## src/rtl/sa_pkg.sv

```systemverilog
package sa_pkg;
  localparam int LANES_D = 16;
  localparam int WGT_W_D = 16;
  localparam int OFF_W_D = 4;
  localparam int ACC_W_D = 32;

  typedef enum logic {
    ST_IDLE = 1'b0,
    ST_RUN  = 1'b1
  } sa_state_t;
endpackage

```

## src/rtl/sa_lane.sv

```systemverilog
module sa_lane #(
  parameter int WGT_W = 16,
  parameter int OFF_W = 4,
  parameter int ACC_W = 32
) (
  input  logic             clk,
  input  logic             rst_n,
  input  logic             load,
  input  logic             run,
  input  logic [WGT_W-1:0] wgt_in,
  input  logic             valid,
  input  logic [OFF_W-1:0] off,
  input  logic             neg,
  input  logic             last,
  input  logic             void_i,
  output logic             ready,
  output logic             fire,
  output logic             fin,
  output logic [ACC_W-1:0] contrib
);
  localparam int SHW = WGT_W + (1 << OFF_W) - 1;

  logic [WGT_W-1:0] wgt_q;
  logic             fin_q;
  logic [SHW-1:0]   wext;
  logic [SHW-1:0]   shv;
  logic [ACC_W-1:0] mag;

  assign ready = run && !fin_q;
  assign fire  = valid && ready;
  assign fin   = fin_q;

  always_ff @(posedge clk or negedge rst_n) begin
    if (!rst_n) begin
      wgt_q <= '0;
      fin_q <= 1'b0;
    end else if (load) begin
      wgt_q <= wgt_in;
      fin_q <= 1'b0;
    end else if (fire && last) begin
      fin_q <= 1'b1;
    end
  end

  // sign extend, shift, then widen to the accumulator (ACC_W must exceed SHW)
  always_comb begin
    wext = {{(SHW-WGT_W){wgt_q[WGT_W-1]}}, wgt_q};
    shv  = wext << off;
    mag  = {{(ACC_W-SHW){shv[SHW-1]}}, shv};
    if (!fire || void_i) contrib = '0;
    else if (neg)        contrib = ACC_W'(0) - mag;
    else                 contrib = mag;
  end

  AST_LAST_CLOSES: assert property (@(posedge clk) disable iff (!rst_n)
    (fire && last && !load) |=> !ready) else $error("lane reopened after last");
  AST_LOAD_OPENS: assert property (@(posedge clk) disable iff (!rst_n)
    (load && !run) |=> !fin) else $error("lane not rearmed on start");
endmodule

```

## src/rtl/sa_addtree.sv

```systemverilog
module sa_addtree #(
  parameter int N = 16,
  parameter int W = 32
) (
  input  logic [N*W-1:0] in_flat,
  output logic [W-1:0]   sum
);
  localparam int NP = 1 << $clog2(N);

  logic [W-1:0] nd [1:2*NP-1];

  always_comb begin
    for (int i = 0; i < NP; i++) begin
      if (i < N) nd[NP+i] = in_flat[i*W +: W];
      else       nd[NP+i] = '0;
    end
    for (int j = NP-1; j >= 1; j--) begin
      nd[j] = nd[2*j] + nd[2*j+1];
    end
  end

  assign sum = nd[1];
endmodule

```

## src/rtl/sa_ctrl.sv

```systemverilog
module sa_ctrl #(
  parameter int LANES = 16,
  parameter int ACC_W = 32
) (
  input  logic             clk,
  input  logic             rst_n,
  input  logic             start,
  input  logic [LANES-1:0] fire_v,
  input  logic [LANES-1:0] last_v,
  input  logic [LANES-1:0] fin_v,
  input  logic [ACC_W-1:0] sum,
  output logic             load,
  output logic             run,
  output logic [ACC_W-1:0] acc,
  output logic             done
);
  import sa_pkg::*;

  sa_state_t        st_q;
  logic             ending;
  logic [ACC_W-1:0] acc_q;
  logic             done_q;

  assign run    = (st_q == ST_RUN);
  assign load   = start && (st_q == ST_IDLE);
  assign ending = run && (&(fin_v | (fire_v & last_v)));
  assign acc    = acc_q;
  assign done   = done_q;

  always_ff @(posedge clk or negedge rst_n) begin
    if (!rst_n) begin
      st_q   <= ST_IDLE;
      acc_q  <= '0;
      done_q <= 1'b0;
    end else begin
      done_q <= ending;
      if (load) begin
        st_q  <= ST_RUN;
        acc_q <= '0;
      end else if (run) begin
        acc_q <= acc_q + sum;
        if (ending) st_q <= ST_IDLE;
      end
    end
  end

  AST_ACC_CLEARED: assert property (@(posedge clk) disable iff (!rst_n)
    load |=> (acc == '0)) else $error("accumulator not cleared");
  AST_DONE_PULSE: assert property (@(posedge clk) disable iff (!rst_n)
    done |=> !done) else $error("done longer than one cycle");
  AST_IDLE_HOLD: assert property (@(posedge clk) disable iff (!rst_n)
    (!run && !load) |=> $stable(acc)) else $error("result moved while idle");
  AST_IDLE_SUM_ZERO: assert property (@(posedge clk) disable iff (!rst_n)
    !run |-> (sum == '0)) else $error("idle lanes contribute");
  AST_START_IGNORED: assert property (@(posedge clk) disable iff (!rst_n)
    (start && run && !ending) |=> run) else $error("start disturbed job");
endmodule

```

## src/rtl/sa_dot_unit.sv

```systemverilog
module sa_dot_unit #(
  parameter int LANES = sa_pkg::LANES_D,
  parameter int WGT_W = sa_pkg::WGT_W_D,
  parameter int OFF_W = sa_pkg::OFF_W_D,
  parameter int ACC_W = sa_pkg::ACC_W_D
) (
  input  logic                   clk,
  input  logic                   rst_n,
  input  logic                   start,
  input  logic [LANES*WGT_W-1:0] weights,
  input  logic [LANES-1:0]       term_valid,
  output logic [LANES-1:0]       term_ready,
  input  logic [LANES*OFF_W-1:0] term_off,
  input  logic [LANES-1:0]       term_neg,
  input  logic [LANES-1:0]       term_last,
  input  logic [LANES-1:0]       term_void,
  output logic                   done,
  output logic [ACC_W-1:0]       result
);
  logic                   load;
  logic                   run;
  logic [LANES-1:0]       fire_v;
  logic [LANES-1:0]       fin_v;
  logic [LANES*ACC_W-1:0] contrib_flat;
  logic [ACC_W-1:0]       sum;

  for (genvar g = 0; g < LANES; g++) begin : g_lane
    sa_lane #(.WGT_W(WGT_W), .OFF_W(OFF_W), .ACC_W(ACC_W)) u_lane (
      .clk     (clk),
      .rst_n   (rst_n),
      .load    (load),
      .run     (run),
      .wgt_in  (weights[g*WGT_W +: WGT_W]),
      .valid   (term_valid[g]),
      .off     (term_off[g*OFF_W +: OFF_W]),
      .neg     (term_neg[g]),
      .last    (term_last[g]),
      .void_i  (term_void[g]),
      .ready   (term_ready[g]),
      .fire    (fire_v[g]),
      .fin     (fin_v[g]),
      .contrib (contrib_flat[g*ACC_W +: ACC_W])
    );
  end

  sa_addtree #(.N(LANES), .W(ACC_W)) u_tree (
    .in_flat (contrib_flat),
    .sum     (sum)
  );

  sa_ctrl #(.LANES(LANES), .ACC_W(ACC_W)) u_ctrl (
    .clk    (clk),
    .rst_n  (rst_n),
    .start  (start),
    .fire_v (fire_v),
    .last_v (term_last),
    .fin_v  (fin_v),
    .sum    (sum),
    .load   (load),
    .run    (run),
    .acc    (result),
    .done   (done)
  );

  AST_DONE_NO_READY: assert property (@(posedge clk) disable iff (!rst_n)
    done |-> (term_ready == '0)) else $error("ready while done");
  AST_READY_ONLY_RUN: assert property (@(posedge clk) disable iff (!rst_n)
    $fell(run) |-> (term_ready == '0)) else $error("ready after run");
endmodule

```

## config.mk

```make
export PLATFORM = sky130hd
export DESIGN_NAME = sa_dot_unit
export DESIGN_NICKNAME = d
export VERILOG_FILES = /design/src/rtl/sa_pkg.sv /design/src/rtl/sa_lane.sv /design/src/rtl/sa_addtree.sv /design/src/rtl/sa_ctrl.sv /design/src/rtl/sa_dot_unit.sv
export SDC_FILE = /design/constraint.sdc
export NUM_CORES = 2
export LEC_CHECK = 0
export BUFFER_PORTS_ARGS = -buffer_cell sky130_fd_sc_hd__clkbuf_2
export CAP_MARGIN = 20
export CELL_PAD_IN_SITES_DETAIL_PLACEMENT = 0
export CELL_PAD_IN_SITES_GLOBAL_PLACEMENT = 1
export CORE_MARGIN = 3
export CORE_UTILIZATION = 52
export CTS_BUF_LIST = sky130_fd_sc_hd__clkbuf_8 sky130_fd_sc_hd__clkbuf_16
export CTS_CLUSTER_DIAMETER = 50
export DETAILED_ROUTE_END_ITERATION = 10
export PLACE_DENSITY = 0.95
export RECOVER_POWER = 25
export SYNTH_ARGS = -nofsm -noshare
export SYNTH_HDL_FRONTEND = slang
export SYNTH_HIERARCHICAL = 1
export SYNTH_SLANG_ARGS = --single-unit
export TNS_END_PERCENT = 10
```

## constraint.sdc

```tcl
create_clock -name clk -period 13.5 [get_ports clk]
set_input_delay 0 -clock clk [delete_from_list [all_inputs] [get_ports clk]]
set_output_delay 0 -clock clk [all_outputs]
set_load 0.01 [all_outputs]
```

==> impl_metrics.yaml <==
status:
  status: "finished with violations"
  violations: "max-capacitance violations, max-slew violations"
grt:
  grt_pass1_vias: 63020
  antenna_found_initial: 14
  grt_max_degree: 84
  grtUsageTotal_pct: 37.12
  grt_remaining_overflow: 0
  grt_pass1_wl_mm: 384.8
floorplanning:
  die_y_um: 364.4
  dieArea_um2: 132800
  die_w_um: 364.4
  initial_core_util_pct: 52.79
  core.rowCount: 130
  core_area_um2: 126500
  io_pins: 436
detailed_routing:
  route.detailed.drc: 0
  dr.pass1.iters: 10
  num_vias: 66670
  routed_wl_mm: 252.9
  avgRoutedWirePerCell_um: 24.51
  dr.first_iter.drc_count: 7785
  ant_nets: 0
  viasPerCell: 6.461
place:
  hpwl_mm: 196.3
  place_area_um2: 69010
  portBuffers: 435
  place.gp.congestion: 1.042
power_and_ir_drop:
  p_clk_share_pct: 8.7
  switching_share_pct: 53.90
  vdd.ir_drop.worst_mv: 0.2520
  switching_power_mw: 8.627
  p_int_mw: 7.379
  power_frac_seq_pct: 15.7
  p_per_area_nw_per_um2: 217.1
  power_frac_comb_pct: 75.6
  leakagePower_nw: 30.73
synth:
  syn-instance-count: 8277
  synth_seq_cells: 306
  avgSynthCellArea_um2: 8.071
  synthMuxAreaShare_pct: 21.05
  synth_warnings: 6
  synth_edf_count: 0
  synth_ff_type: "dfrtp_1"
  synth.distinct_cells: 111
  yosys.area_share.simple_pct: 22.05
  synth_fa_ha_area_share_pct: 14.28
  synth_seq_area_share_pct: 11.46
  synthesis.nets: 9172
  syn_area_um2: 66800
  synth_compound_area_share_pct: 19.61
  synth_top_family_by_area: "simple AND/OR/NAND/NOR gates"
  synth-xor-area-share_pct: 3.317
  ys_async_sr_fraction_pct: 100.0
clock_network:
  cts_tree: "built"
  cts_sinks: 306
  clk_pin_slew_ns: 0.05
  ctsRootBufferMaster: "clkbuf_16"
  cts_max_level: 2
  clock_path_buffers: 3
  cts_buffers: 54
  clk_latency_ns: 0.67
setup_path:
  critPathKind: "reg2reg"
  start_kind: "flop"
  worst_ep_arrival_time_ns: 10.87
  crit_slowest_cell: "nor4_1"
  path_max_fanout: 11
  cpPeakStageDelay_ns: 0.86
  cpMostUsedCell: "fa_1"
  critPathRequiredTime_ns: 14.02
  cp-end-kind: "flop"
  ff2ff_path_depth: 34
timing:
  rsz0062_at_grt: "no"
  worst_clock_skew_ns: 0.04852
  finalCritPeriodShare_pct: 76.67
  finalCriticalPeriod_ns: 10.35
  setup_viol: 0
  slew_viol_final: 190
  fin_setup_tns_ns: 0
  slew-limit-headroom_pct: -134.8
  hold_violations: 0
  max_freq_mhz: 96.61
  worstMarginPinSlew_ns: 3.522
hold_path:
  whs_path_depth: 4
  hold_class: "in2reg"
cells_and_area:
  mostFrequentLayoutCell: "inv_1"
  layout.nets: 9517
  area_delta_synth_final_pct: 10.37
  fin_area_um2: 73730
  fin_util_pct: 58.26
  drive_gt1_share_pct: 17.74
  final_cell_mix: "inv_1, nor2_1, nand2_1"
run:
  max_cap_violations: 4
synth_stat cells (all sizes together), types with 44 or more instances:
master  number  area, um^2
o21ai      384        1926
mux4       192        4384
fa         424        8488
a31oi      142        1120
inv        809        3037
nand4       56       560.5
nor3       179       895.9
or3         50       322.8
a22oi       89       758.2
mux2i      430        4327
clkbuf     244       918.4
nand3      330        1662
buf        244        1480
o22a        45       394.1
a211o       48       420.4
and2        85       531.8
a21o       107       818.3
a211oi      64       490.5
o211ai      63       488.0
or4         77       683.2
ha          84        1051
nor4        55       446.7
nand2b     150       943.4
nand2      731        2746
o31a        44       385.4
mux2       466        5353
nor2b      150       938.4
dfrtp      306        7657
or2        154       963.4
xnor2      186        1629
a21oi      424        2141
nor2       798        3103
a22o        46       402.9
xor2        67       586.8
through the flow:
step / setup slack, ns / cells / total power [mW] / hold WS, ns
detailed placement: 3.026 / 9919 / 14.16 / 0.04070
global placement: 3.190 / 9915 / 14.00 / 0.03042
finish: 3.149 / 10320 / 16.01 / 0.09181
floorplan: 4.592 / 8277 / 11.12 / -0.2956
CTS: 3.332 / 10310 / 15.75 / 0.04010
global route: 2.580 / 10320 / 17.34 / 0.08988
routing by layer:
layer  global-route usage [%]  up-vias  part of all wire [%]
li1                         -    30220                     -
met1                    51.04    32560                    41
met2                    56.64     3355                    44
met3                    6.417      528                   8.8
met4                    17.93        6                   5.8
met5                        0        -                 0.015
power groups by stage:
| stage | logic (mW) | clock network, mW | registers (mW) |
|---|---|---|---|
| 2_1_floorplan | 9.21 | 0 | 1.91 |
| 3_3_place_gp | 11.6 | 0 | 2.43 |
| 3_5_place_dp | 11.7 | 0 | 2.46 |
| 4_1_cts | 11.9 | 1.41 | 2.45 |
| 5_1_grt | 13.3 | 1.46 | 2.57 |
| 6_report | 12.1 | 1.39 | 2.51 |
timing repair:
| item | 4_1_cts | 5_1_grt |
|---|---|---|
| hold buffers | 292 | 0 |
| hold endpoints to repair | 351 | 0 |
| setup buffers | 0 | 0 |
| gates resized for setup | 0 | 0 |
critical path, delay by kind of cell (launching register included):
kind / cells / cell delay (ns)
buf+inv: 4 / 0.27
simple gates: 9 / 2.13
fa+ha+maj: 8 / 3.90
xor+xnor: 2 / 0.27
mux: 3 / 1.11
flops: 1 / 0.50
compound gates: 8 / 1.97
worst paths after layout:
path                                                 start                    endpoint  slack (ns)
worst min-delay path                           weights[81]   g_lane[5].u_lane/wgt_q[1]        0.09
worst max-delay path             g_lane[5].u_lane/wgt_q[0]              u_ctrl/acc[31]        3.15
min in group asynchronous                            rst_n  g_lane[2].u_lane/wgt_q[12]        1.14
worst min register to register  g_lane[0].u_lane/wgt_q[10]  g_lane[0].u_lane/wgt_q[10]        0.60
max in group asynchronous                            rst_n                  u_ctrl/run        7.88
worst max register to register   g_lane[5].u_lane/wgt_q[0]              u_ctrl/acc[31]        3.15
final cells by class:
cell class | instances | area, um^2
antenna | 8 | 20.02
clock buffer | 59 | 1431
clock inverter | 35 | 347.8
fill | 11390 | 52820
inverter | 825 | 3097
multi-input combinational | 6658 | 53660
sequential | 306 | 7659
tap | 1650 | 2064
timing repair buffer | 777 | 5453
flip-flops by register name (all words and copies together), names as in the netlist:
register / count
u_ctrl/done: 1
u_ctrl/acc: 32
g_lane.u_lane/fin: 16
g_lane.u_lane/wgt_q: 256
u_ctrl/run: 1
cells by family (layout without fill, tap and decap cells):
logic type,count (synthesis),after routing
buf+inv,1313,1696
compound gates,1873,1873
fa+ha+maj,508,508
xor+xnor,253,253
mux,1088,1088
flops,306,306
simple gates,2936,2936
other cells,0,8
Power figures use the tool's default switching activity.
